### config.mk
export PLATFORM = sky130hd
export DESIGN_NAME = codec_boot_seq
export DESIGN_NICKNAME = d
export VERILOG_FILES = /design/src/rtl/codec_boot_pkg.sv /design/src/rtl/codec_boot_timer.sv /design/src/rtl/codec_boot_table.sv /design/src/rtl/codec_boot_fsm.sv /design/src/rtl/codec_boot_seq.sv
export SDC_FILE = /design/constraint.sdc
export NUM_CORES = 1
export LEC_CHECK = 0
export ABC_AREA = 1
export CAP_MARGIN = 25
export CELL_PAD_IN_SITES_DETAIL_PLACEMENT = 0
export CELL_PAD_IN_SITES_GLOBAL_PLACEMENT = 1
export CORE_MARGIN = 1.5
export CORE_UTILIZATION = 40
export DETAILED_ROUTE_END_ITERATION = 12
export PLACE_DENSITY_LB_ADDON = 0.15
export SYNTH_ARGS = -nofsm -noshare
export SYNTH_HDL_FRONTEND = slang
export SYNTH_SLANG_ARGS = --single-unit
### constraint.sdc
create_clock -name clk -period 2.4 [get_ports clk]
set_input_delay 0.48 -clock clk [delete_from_list [all_inputs] [get_ports clk]]
set_output_delay 0.48 -clock clk [all_outputs]
set_load 0.02 [all_outputs]
### src/rtl/codec_boot_pkg.sv
package codec_boot_pkg;

  typedef enum logic [2:0] {
    ST_POWER = 3'd0,
    ST_WAKE  = 3'd1,
    ST_ISSUE = 3'd2,
    ST_WAIT  = 3'd3,
    ST_PULSE = 3'd4,
    ST_READY = 3'd5
  } seq_state_e;

  localparam int unsigned N_WRITES  = 13;
  localparam int unsigned N_DIRECT  = 7;
  localparam int unsigned N_EXT     = N_WRITES - N_DIRECT;
  localparam int unsigned EXT_SLOTS = 1 << $clog2(N_EXT);
  localparam int unsigned STEP_W    = $clog2(N_WRITES);

  localparam logic [1:0] TGT_DATA   = 2'b00;
  localparam logic [1:0] TGT_STATUS = 2'b10;

  typedef struct packed {
    logic [1:0] len;
    logic [7:0] cmd;
    logic [7:0] b0;
    logic [7:0] b1;
  } wr_req_t;

  // first status register: soft reset, 256x clock, 16-bit LSB-justified
  function automatic logic [7:0] status_a(input logic soft_rst);
    return {1'b0, soft_rst, 2'b10, 3'b011, 1'b0};
  endfunction

  function automatic logic [7:0] status_b();
    return 8'hE0;
  endfunction

  function automatic logic [7:0] volume_byte(input int unsigned pct);
    int unsigned p;
    int unsigned att;
    p   = (pct > 100) ? 100 : pct;
    att = 63 - (p * 63) / 100;
    return {2'b00, att[5:0]};
  endfunction

  function automatic logic [7:0] tone_byte();
    return 8'h40;
  endfunction

  function automatic logic [7:0] mode_byte();
    return 8'hA0;
  endfunction

  function automatic logic [7:0] ext_addr_byte(input logic [2:0] n);
    return {2'b11, 3'b000, n};
  endfunction

  function automatic logic [4:0] ext_value(input int unsigned n, input int unsigned mic);
    logic [4:0] v;
    case (n)
      0, 1:    v = 5'd4;
      2:       v = mic[4:0];
      default: v = 5'd0;
    endcase
    return v;
  endfunction

  function automatic logic [7:0] ext_data_byte(input logic [4:0] v);
    return {3'b111, v};
  endfunction

endpackage

### src/rtl/codec_boot_timer.sv
module codec_boot_timer #(
  parameter int unsigned CNT_W = 8,
  parameter logic [CNT_W-1:0] INIT = '0
) (
  input  logic             clk,
  input  logic             rst_n,
  input  logic             load_i,
  input  logic [CNT_W-1:0] load_val_i,
  output logic             zero_o
);

  logic [CNT_W-1:0] cnt_q;
  logic [CNT_W-1:0] cnt_d;
  logic             cnt_en;

  always_comb begin
    cnt_en = 1'b0;
    cnt_d  = cnt_q;
    if (load_i) begin
      cnt_en = 1'b1;
      cnt_d  = load_val_i;
    end else if (cnt_q != '0) begin
      cnt_en = 1'b1;
      cnt_d  = cnt_q - 1'b1;
    end
  end

  always_ff @(posedge clk or negedge rst_n) begin
    if (!rst_n) begin
      cnt_q <= INIT;
    end else if (cnt_en) begin
      cnt_q <= cnt_d;
    end
  end

  assign zero_o = (cnt_q == '0);

endmodule

### src/rtl/codec_boot_table.sv
module codec_boot_table
  import codec_boot_pkg::*;
#(
  parameter logic [5:0]  DEV_ADDR = 6'h05,
  parameter int unsigned VOL_PCT  = 100,
  parameter int unsigned MIC_SENS = 30
) (
  input  logic [STEP_W-1:0] step_i,
  output wr_req_t           req_o
);

  localparam logic [7:0] CMD_STATUS = {DEV_ADDR, TGT_STATUS};
  localparam logic [7:0] CMD_DATA   = {DEV_ADDR, TGT_DATA};

  logic [7:0] ext_a [EXT_SLOTS];
  logic [7:0] ext_d [EXT_SLOTS];

  for (genvar g = 0; g < EXT_SLOTS; g++) begin : g_ext
    assign ext_a[g] = ext_addr_byte(3'(g));
    assign ext_d[g] = ext_data_byte(ext_value(g, MIC_SENS));
  end

  logic [STEP_W-1:0] ext_idx;
  assign ext_idx = step_i - STEP_W'(N_DIRECT);

  always_comb begin
    req_o = '0;
    case (step_i)
      STEP_W'(0): req_o = '{len: 2'd1, cmd: CMD_STATUS, b0: status_a(1'b1), b1: 8'h00};
      STEP_W'(1),
      STEP_W'(2): req_o = '{len: 2'd1, cmd: CMD_STATUS, b0: status_a(1'b0), b1: 8'h00};
      STEP_W'(3): req_o = '{len: 2'd1, cmd: CMD_STATUS, b0: status_b(),     b1: 8'h00};
      STEP_W'(4): req_o = '{len: 2'd1, cmd: CMD_DATA,   b0: volume_byte(VOL_PCT), b1: 8'h00};
      STEP_W'(5): req_o = '{len: 2'd1, cmd: CMD_DATA,   b0: tone_byte(),    b1: 8'h00};
      STEP_W'(6): req_o = '{len: 2'd1, cmd: CMD_DATA,   b0: mode_byte(),    b1: 8'h00};
      default: begin
        req_o = '{len: 2'd2, cmd: CMD_DATA,
                  b0: ext_a[ext_idx[$clog2(EXT_SLOTS)-1:0]],
                  b1: ext_d[ext_idx[$clog2(EXT_SLOTS)-1:0]]};
      end
    endcase
  end

endmodule

### src/rtl/codec_boot_fsm.sv
module codec_boot_fsm
  import codec_boot_pkg::*;
#(
  parameter int unsigned CNT_W = 8,
  parameter logic [CNT_W-1:0] WAKE_LD  = '0,
  parameter logic [CNT_W-1:0] PULSE_LD = '0
) (
  input  logic              clk,
  input  logic              rst_n,
  input  logic              tmr_zero_i,
  input  logic              wr_done_i,
  output logic              tmr_load_o,
  output logic [CNT_W-1:0]  tmr_val_o,
  output logic [STEP_W-1:0] step_o,
  output logic              wr_start_o,
  output logic              codec_rst_o,
  output logic              pwr_en_o,
  output logic              ready_o
);

  localparam logic [STEP_W-1:0] STEP_FIRST = '0;
  localparam logic [STEP_W-1:0] STEP_LAST  = STEP_W'(N_WRITES - 1);

  seq_state_e        state_q, state_d;
  logic [STEP_W-1:0] step_q, step_d;
  logic              step_en;
  logic              pwr_q;
  logic              pwr_en;

  always_comb begin
    state_d    = state_q;
    step_d     = step_q;
    step_en    = 1'b0;
    tmr_load_o = 1'b0;
    tmr_val_o  = '0;
    case (state_q)
      ST_POWER: begin
        if (tmr_zero_i) begin
          state_d    = ST_WAKE;
          tmr_load_o = 1'b1;
          tmr_val_o  = WAKE_LD;
        end
      end
      ST_WAKE: begin
        if (tmr_zero_i) state_d = ST_ISSUE;
      end
      ST_ISSUE: begin
        state_d = ST_WAIT;
      end
      ST_WAIT: begin
        if (wr_done_i) begin
          if (step_q == STEP_LAST) begin
            state_d = ST_READY;
          end else begin
            step_en = 1'b1;
            step_d  = step_q + 1'b1;
            if (step_q == STEP_FIRST) begin
              state_d    = ST_PULSE;
              tmr_load_o = 1'b1;
              tmr_val_o  = PULSE_LD;
            end else begin
              state_d = ST_ISSUE;
            end
          end
        end
      end
      ST_PULSE: begin
        if (tmr_zero_i) state_d = ST_ISSUE;
      end
      ST_READY: begin
        state_d = ST_READY;
      end
      default: begin
        state_d = ST_POWER;
      end
    endcase
  end

  assign pwr_en = ~pwr_q;

  always_ff @(posedge clk or negedge rst_n) begin
    if (!rst_n) begin
      state_q <= ST_POWER;
    end else begin
      state_q <= state_d;
    end
  end

  always_ff @(posedge clk or negedge rst_n) begin
    if (!rst_n) begin
      step_q <= '0;
    end else if (step_en) begin
      step_q <= step_d;
    end
  end

  always_ff @(posedge clk or negedge rst_n) begin
    if (!rst_n) begin
      pwr_q <= 1'b0;
    end else if (pwr_en) begin
      pwr_q <= 1'b1;
    end
  end

  assign step_o      = step_q;
  assign wr_start_o  = (state_q == ST_ISSUE);
  assign codec_rst_o = (state_q == ST_POWER) || (state_q == ST_PULSE);
  assign ready_o     = (state_q == ST_READY);
  assign pwr_en_o    = pwr_q;

endmodule

### src/rtl/codec_boot_seq.sv
module codec_boot_seq
  import codec_boot_pkg::*;
#(
  parameter int unsigned PWR_CYC   = 5_000_000,
  parameter int unsigned WAKE_CYC  = 5_000_000,
  parameter int unsigned PULSE_CYC = 50,
  parameter logic [5:0]  DEV_ADDR  = 6'h05,
  parameter int unsigned VOL_PCT   = 100,
  parameter int unsigned MIC_SENS  = 30
) (
  input  logic       clk,
  input  logic       rst_n,
  output logic       pwr_en_o,
  output logic       codec_rst_o,
  output logic       wr_start_o,
  output logic [7:0] wr_cmd_o,
  output logic [7:0] wr_b0_o,
  output logic [7:0] wr_b1_o,
  output logic [1:0] wr_len_o,
  input  logic       wr_done_i,
  output logic       ready_o
);

  localparam int unsigned MAX_A   = (PWR_CYC > WAKE_CYC) ? PWR_CYC : WAKE_CYC;
  localparam int unsigned MAX_CYC = (MAX_A > PULSE_CYC) ? MAX_A : PULSE_CYC;
  localparam int unsigned CNT_W   = $clog2(MAX_CYC + 1);
  localparam logic [CNT_W-1:0] PWR_INIT = CNT_W'(PWR_CYC);
  localparam logic [CNT_W-1:0] WAKE_LD  = CNT_W'(WAKE_CYC - 1);
  localparam logic [CNT_W-1:0] PULSE_LD = CNT_W'(PULSE_CYC - 1);

  // reset: asserted asynchronously, released after two clock edges
  logic [1:0] rst_sync_q;
  logic       rst_int_n;

  always_ff @(posedge clk or negedge rst_n) begin
    if (!rst_n) begin
      rst_sync_q <= 2'b00;
    end else begin
      rst_sync_q <= {rst_sync_q[0], 1'b1};
    end
  end

  assign rst_int_n = rst_sync_q[1];

  logic              tmr_load;
  logic [CNT_W-1:0]  tmr_val;
  logic              tmr_zero;
  logic [STEP_W-1:0] step;
  wr_req_t           req;

  codec_boot_timer #(
    .CNT_W (CNT_W),
    .INIT  (PWR_INIT)
  ) u_timer (
    .clk        (clk),
    .rst_n      (rst_int_n),
    .load_i     (tmr_load),
    .load_val_i (tmr_val),
    .zero_o     (tmr_zero)
  );

  codec_boot_fsm #(
    .CNT_W    (CNT_W),
    .WAKE_LD  (WAKE_LD),
    .PULSE_LD (PULSE_LD)
  ) u_fsm (
    .clk         (clk),
    .rst_n       (rst_int_n),
    .tmr_zero_i  (tmr_zero),
    .wr_done_i   (wr_done_i),
    .tmr_load_o  (tmr_load),
    .tmr_val_o   (tmr_val),
    .step_o      (step),
    .wr_start_o  (wr_start_o),
    .codec_rst_o (codec_rst_o),
    .pwr_en_o    (pwr_en_o),
    .ready_o     (ready_o)
  );

  codec_boot_table #(
    .DEV_ADDR (DEV_ADDR),
    .VOL_PCT  (VOL_PCT),
    .MIC_SENS (MIC_SENS)
  ) u_table (
    .step_i (step),
    .req_o  (req)
  );

  assign wr_cmd_o = req.cmd;
  assign wr_b0_o  = req.b0;
  assign wr_b1_o  = req.b1;
  assign wr_len_o = req.len;

endmodule

==> reports/qor.yml, run 1 <==
routing:
  vias: 1984
  drc: 0
  drt_wl_total_um: 5420
  drt_iter0_drc: 113
  ant_nets: 0
  dr.pass1.iters: 4
  route.detailed.wl_per_inst_um: 12.9
  viasPerCell: 4.72
worst_setup_path:
  path_cells: "buf_4 -> ha_1 -> or2_2 -> nand2_1 -> inv_1 -> o21ai_2 -> buf_4"
  r2r-end: "u_timer.cnt_q[21]"
  path_class: "flip-flop to primary output"
  cp.arrival_ns: 1.83
  critPathCaptureType: "primary output"
  crit_slowest_cell: "dfrtp_1"
  rr_startpoint: "u_timer.cnt_q[0]"
  worstSetupStartpointType: "flip-flop"
  reg2reg_slack_ns: 0.51
  reg2reg_depth: 11
  crit_path_frequent_cell: "buf_4"
  cp.required_ns: 1.92
  cpPeakStageDelay_ns: 0.41
  cp_max_fo: 3
hold_path:
  worstHoldPathType: "flip-flop to asynchronous set/reset pin"
timing:
  whs_ns: 0.193
  period_share_pct: 96.1
  fmax_mhz: 434
  timing.final.crit_period_ns: 2.31
  finalClockSkew_ns: 0.00867
  fin_ws_ns: 0.0937
  maxSlewViolCount: 0
  rsz0062_at_grt: "no"
  fin_tns_setup_ns: 0
  setup_viol: 0
  hold_viol_final: 0
die:
  rows: 27
  coreArea_mm2: 0.00561
  dieHeight_um: 80.0
  fp.dieW_um: 80.0
  dieArea_mm2: 0.00640
  start_util_pct: 42.3
  io_pins: 33
place:
  place_inst: 410
  hpwl_um: 4370
  pre_cts_slack_ns: -0.0745
  gp_congestion: 0.867
  io_buffers: 22
synth:
  synth.most_common_cell: "nand2_1"
  avgSynthCellArea_um2: 7.61
  muxShareOfSynthArea_pct: 0
  synth_common_cells: "nand2_1, nor2_1, inv_1, dfrtp_1, buf_4"
  synth_compound_area_share_pct: 4.64
  ys_warn_count: 0
  synth.area.top_cells: "dfrtp_1, nand2_1, dfstp_2"
  yosysSeqAreaShare_pct: 35.2
  synth_cell_types: 35
  synth-adder-area-share_pct: 4.22
  syn_area_mm2: 0.00237
  ys_async_sr_fraction_pct: 100
  yosys_most_used_dff: "dfrtp_1"
  ys_ff_latch: 33
  synthCells: 312
  synth-simple-area-share_pct: 36.6
  synth_top_family_by_area: "simple AND/OR/NAND/NOR gates"
  synth_enable_flop_cells: 0
  synth_xor_area_share_pct: 6.64
  synth_top_area_share_pct: 26.4
  yosysTopAreaCell: "dfrtp_1"
layout:
  nFillCells: 612
  n_antenna_cell: 0
  drive_gt1_share_pct: 25.6
  final_nets: 358
  instances_no_fill: 420
  syn_to_final_growth_pct: 16.0
grt:
  grt_pass1_wl_um: 9290
  grt_overflow: 0
  grt_pass1_vias: 1896
  grt_max_degree: 22
  antenna_found_initial: 0
  grt_util_all_layers_pct: 19.2
clock_network:
  tritoncts: "built"
  cts_made_buffers: 5
  cts_max_level: 2
  cts_buffer_depth: 2
  clock_sinks: 33
  ctsHoldBuffers: 0
  clk_latency_ns: 0.29
  cts-root-buf: "clkbuf_8"
  clk_pin_slew_ns: 0.07
pwr:
  p_leak_nw: 1.43
  powerDensity_mw_per_mm2: 374
  ir_drop_uv: 308
outcome:
  outcome: "completed"
run:
  max_cap_viol_count: 0
[critical path, delay by kind of cell (launching register included)]
family          cells  cell delay, ns
fa+ha+maj           1            0.23
flops               1            0.41
compound gates      1            0.14
simple gates        2            0.38
buf+inv             3            0.40
[power by group]
part	total [mW]	leakage [nW]	internal [mW]	switching, mW
Sequential	0.563	0.416	0.559	0.00409
Combinational	0.0291	0.966	0.00548	0.0236
Clock	0.438	0.0445	0.233	0.205
Total	1.03	1.43	0.798	0.232
[sequential cells by signal, summed over array words and instances, names as in the netlist]
register,flops
u_fsm.step_o,4
u_timer.cnt_q,23
u_fsm.pwr_en_o,1
u_fsm.state_q,3
rst_sync_q,2
[layer usage]
| layer | vias to the layer above | GRT usage, % | wire length, um | share of wire (%) |
|---|---|---|---|---|
| li1 | 1014 | - | - | - |
| met1 | 928 | 28.5 | 2800 | 52 |
| met2 | 40 | 28.2 | 2370 | 44 |
| met3 | 2 | 4.11 | 222 | 4.1 |
| met4 | 0 | 4.66 | 23 | 0.42 |
| met5 | - | 0 | 0 | 0 |
[how the worst max path moves through the flow]
stage / start / to / slack (ns) / cells past startpoint
5_1_grt: u_fsm.step_o[1] / wr_b1_o[4] / 0.007 / 10
3_3_place_gp: u_fsm.step_o[0] / wr_b1_o[3] / -0.009 / 9
6_report: u_fsm.step_o[0] / wr_b0_o[2] / 0.09 / 7
3_5_place_dp: u_fsm.step_o[0] / wr_b1_o[3] / -0.07 / 10
4_1_cts: u_fsm.step_o[0] / wr_b1_o[1] / 0.0004 / 10
2_1_floorplan: u_fsm.step_o[0] / wr_b1_o[3] / 0.02 / 10
[timing repair]
item | CTS | global route
buffers inserted | 2 | 0
pin swaps | 0 | 0
resized for setup | 38 | 20
endpoints found under the setup margin | 16 | 14
[kinds of logic after synthesis]
family | after synthesis
other | 2
flip-flops | 33
AND/OR/NAND/NOR | 177
adder cells (fa/ha/maj) | 8
buffers and inverters | 54
XOR/XNOR | 18
AO/OA/AOI/OAI | 20
[per-stage QoR]
step                util, %  cell area [um2]  total power, mW
floorplan                 -             2450            0.605
global route           49.1             2750             1.08
global placement       48.2             2700            0.603
detailed placement     48.2             2700            0.603
finish                 49.1             2750             1.03
CTS                    50.0             2810             1.05
[layout make-up]
class | count | area, um2 | share of cell area, %
clock buffers | 7 | 86.3 | 3.13
clock inverters | 1 | 7.51 | 0.273
inverters | 35 | 136 | 4.95
multi-input cells | 235 | 1330 | 48.1
flip-flops and latches | 33 | 836 | 30.3
well taps | 72 | 90.1 | 3.27
repair buffers | 37 | 273 | 9.90
[cells in the final DEF, fill, tap and decap left out, types with 5 or more instances in the layout]
cell and count:
clkbuf_2 7, dfrtp_1 25, a21oi_1 6, dfstp_2 8
nor3_1 13, ha_1 8, buf_4 20, nor2_2 14
inv_1 29, nor2_1 42, o21ai_0 6, clkdlybuf4s50_1 6
nand2_1 67, conb_1 12, nand3_1 12, xor2_1 12
xnor2_1 6, nand4_1 5, nand2_2 7, nor2_4 6
clkbuf_8 6
No activity file was read; power rests on OpenSTA's default activity.
==> run 2: changes to the inputs <==
==> constraint.sdc (replaced) <==
create_clock -name clk -period 2.4 [get_ports clk]
set_input_delay 0.24 -clock clk [delete_from_list [all_inputs] [get_ports clk]]
set_output_delay 0.24 -clock clk [all_outputs]
set_load 0.02 [all_outputs]
==> run 2 against run 1 <==
Against the previous run:
- flip-flop and latch count unchanged
- count of clock-buffer cells in the layout unchanged
- clock skew decreased by 0.0028 ns
- first-iteration DRC count decreased by 53%
- combinational power increased by 14%
- routed wire length decreased by 0.22%
==> reports/qor.yml, run 2 (same netlist as run 1, synthesis figures left out) <==
routing:
  vias: 1949
  drt_wl_total_um: 5410
  ant_nets: 0
  viasPerCell: 4.73
  dr.pass1.iters: 4
  drc: 0
  drt_iter0_drc: 53
  route.detailed.wl_per_inst_um: 13.1
pwr:
  powerDensity_mw_per_mm2: 425
  ir_drop_uv: 229
  p_leak_nw: 1.40
grt:
  grt_overflow: 0
  antenna_found_initial: 0
  grt_max_degree: 32
  grt_pass1_vias: 1948
  grt_pass1_wl_um: 9280
  grt_util_all_layers_pct: 19.0
place:
  hpwl_um: 4200
  io_buffers: 22
  place_inst: 402
  gp_congestion: 0.852
layout:
  final_nets: 350
  instances_no_fill: 412
  nFillCells: 601
  n_antenna_cell: 0
  drive_gt1_share_pct: 20.9
  layout_common_cells: "nand2_1, nor2_1, inv_1, dfrtp_1, nor2_2"
  syn_to_final_growth_pct: 13.7
  layout_commonest_cell: "nand2_1"
  largest_reg_flops: 23
  regMostFlops: "u_timer.cnt_q"
timing:
  whs_ns: 0.108
  timing.final.crit_period_ns: 2.25
  hold_viol_final: 0
  maxSlewViolCount: 0
  rsz0062_at_grt: "yes"
  fmax_mhz: 444
  setup_viol: 0
  finalClockSkew_ns: 0.00586
  period_share_pct: 93.8
worst_setup_path:
  reg2reg_slack_ns: 0.48
  rr_startpoint: "u_timer.cnt_q[0]"
  r2r-end: "u_fsm.state_q[0]"
  critPathCaptureType: "primary output"
  worstSetupStartpointType: "flip-flop"
  cp.arrival_ns: 2.01
  path_class: "flip-flop to primary output"
  cp_max_fo: 4
  reg2reg_depth: 11
  cp.required_ns: 2.16
hold_path:
  worstHoldPathType: "input port to asynchronous set/reset pin"
outcome:
  outcome: "completed"
clock_network:
  cts_made_buffers: 5
  clock_sinks: 33
  clk_pin_slew_ns: 0.07
  tritoncts: "built"
  cts_max_level: 2
  cts_buffer_depth: 2
  clk_latency_ns: 0.29
  cts-root-buf: "clkbuf_8"
die:
  rows: 27
  dieHeight_um: 80.0
  dieArea_mm2: 0.00640
  coreArea_mm2: 0.00561
  start_util_pct: 42.3
  fp.dieW_um: 80.0
  io_pins: 33
run:
  max_cap_viol_count: 0
-- run 2: changes by cell type in the layout (fill, tap and decap cells not counted), moves of 2 or more --
| cell | previous run | this run |
|---|---|---|
| clkdlybuf4s50_1 | 6 | 8 |
| clkdlybuf4s15_1 | 0 | 4 |
| buf_4 | 20 | 8 |
| o21ai_0 | 6 | 8 |
| o21ai_2 | 2 | 0 |
| nand2_1 | 67 | 70 |
| nand2_2 | 7 | 5 |
-- run 2: cell type report --
| cell class | instances | area (um2) | share of cell area (%) |
|---|---|---|---|
| Clock buffer | 7 | 86.3 | 3.20 |
| Tap cell | 72 | 90.1 | 3.34 |
| Multi-Input combinational cell | 235 | 1290 | 47.9 |
| Inverter | 35 | 134 | 4.96 |
| Sequential cell | 33 | 836 | 31.0 |
| Timing Repair Buffer | 29 | 229 | 8.49 |
| Clock inverter | 1 | 30.0 | 1.11 |
-- run 2: report_power, final --
part,internal (mW),switching (mW)
Sequential,0.559,0.000506
Combinational,0.00552,0.0276
Clock,0.339,0.215
Total,0.903,0.243
-- run 2: critical path: stages (launching register included) --
cell	delay, ns
dfrtp_1	0.41
inv_1	0.14
ha_1	0.20
inv_1	0.05
nand2_1	0.09
nand2_1	0.10
nand2_1	0.11
clkdlybuf4s50_1	0.63
-- run 2: timing repair --
| action | in CTS | in global routing |
|---|---|---|
| setup endpoints to repair | 14 | 14 |
| resized for setup | 22 | 23 |
| hold buffers | 0 | 0 |
| cloned | 0 | 0 |
| setup buffers | 0 | 2 |
-- run 2: worst max-delay path by stage --
stage               startpoint           to  slack [ns]  depth (start not counted)
2_1_floorplan  u_fsm.step_o[0]   wr_b0_o[1]       -0.05                          9
5_1_grt        u_fsm.step_o[0]   wr_b0_o[1]       -0.04                         10
4_1_cts        u_fsm.step_o[1]   wr_b0_o[1]       0.002                         10
6_report       u_fsm.step_o[1]  wr_cmd_o[1]        0.15                          7
3_5_place_dp   u_fsm.step_o[1]   wr_b0_o[2]      -0.003                         10
3_3_place_gp   u_fsm.step_o[0]   wr_b0_o[2]        0.07                         10
-- run 2: through the flow --
stage                     util, %  TNS (ns)  setup slack, ns  area, um2  total power [mW]
after detailed placement     46.5  -0.00342         -0.00342       2610             0.604
final                        48.1         0            0.148       2700              1.15
after global routing         48.1    -0.101          -0.0415       2700              1.18
after global placement       46.5         0           0.0735       2610             0.603
after CTS                    48.3         0          0.00234       2710              1.16
after floorplan                 -    -0.122          -0.0511       2420             0.605
-- run 2: per-layer routing --
metal / vias up / wire length, um / global-route usage, %
li1: 1001 / - / -
met1: 896 / 2510 / 24.5
met2: 40 / 2590 / 30.8
met3: 12 / 193 / 3.54
met4: 0 / 111 / 8.28
met5: - / 0 / 0
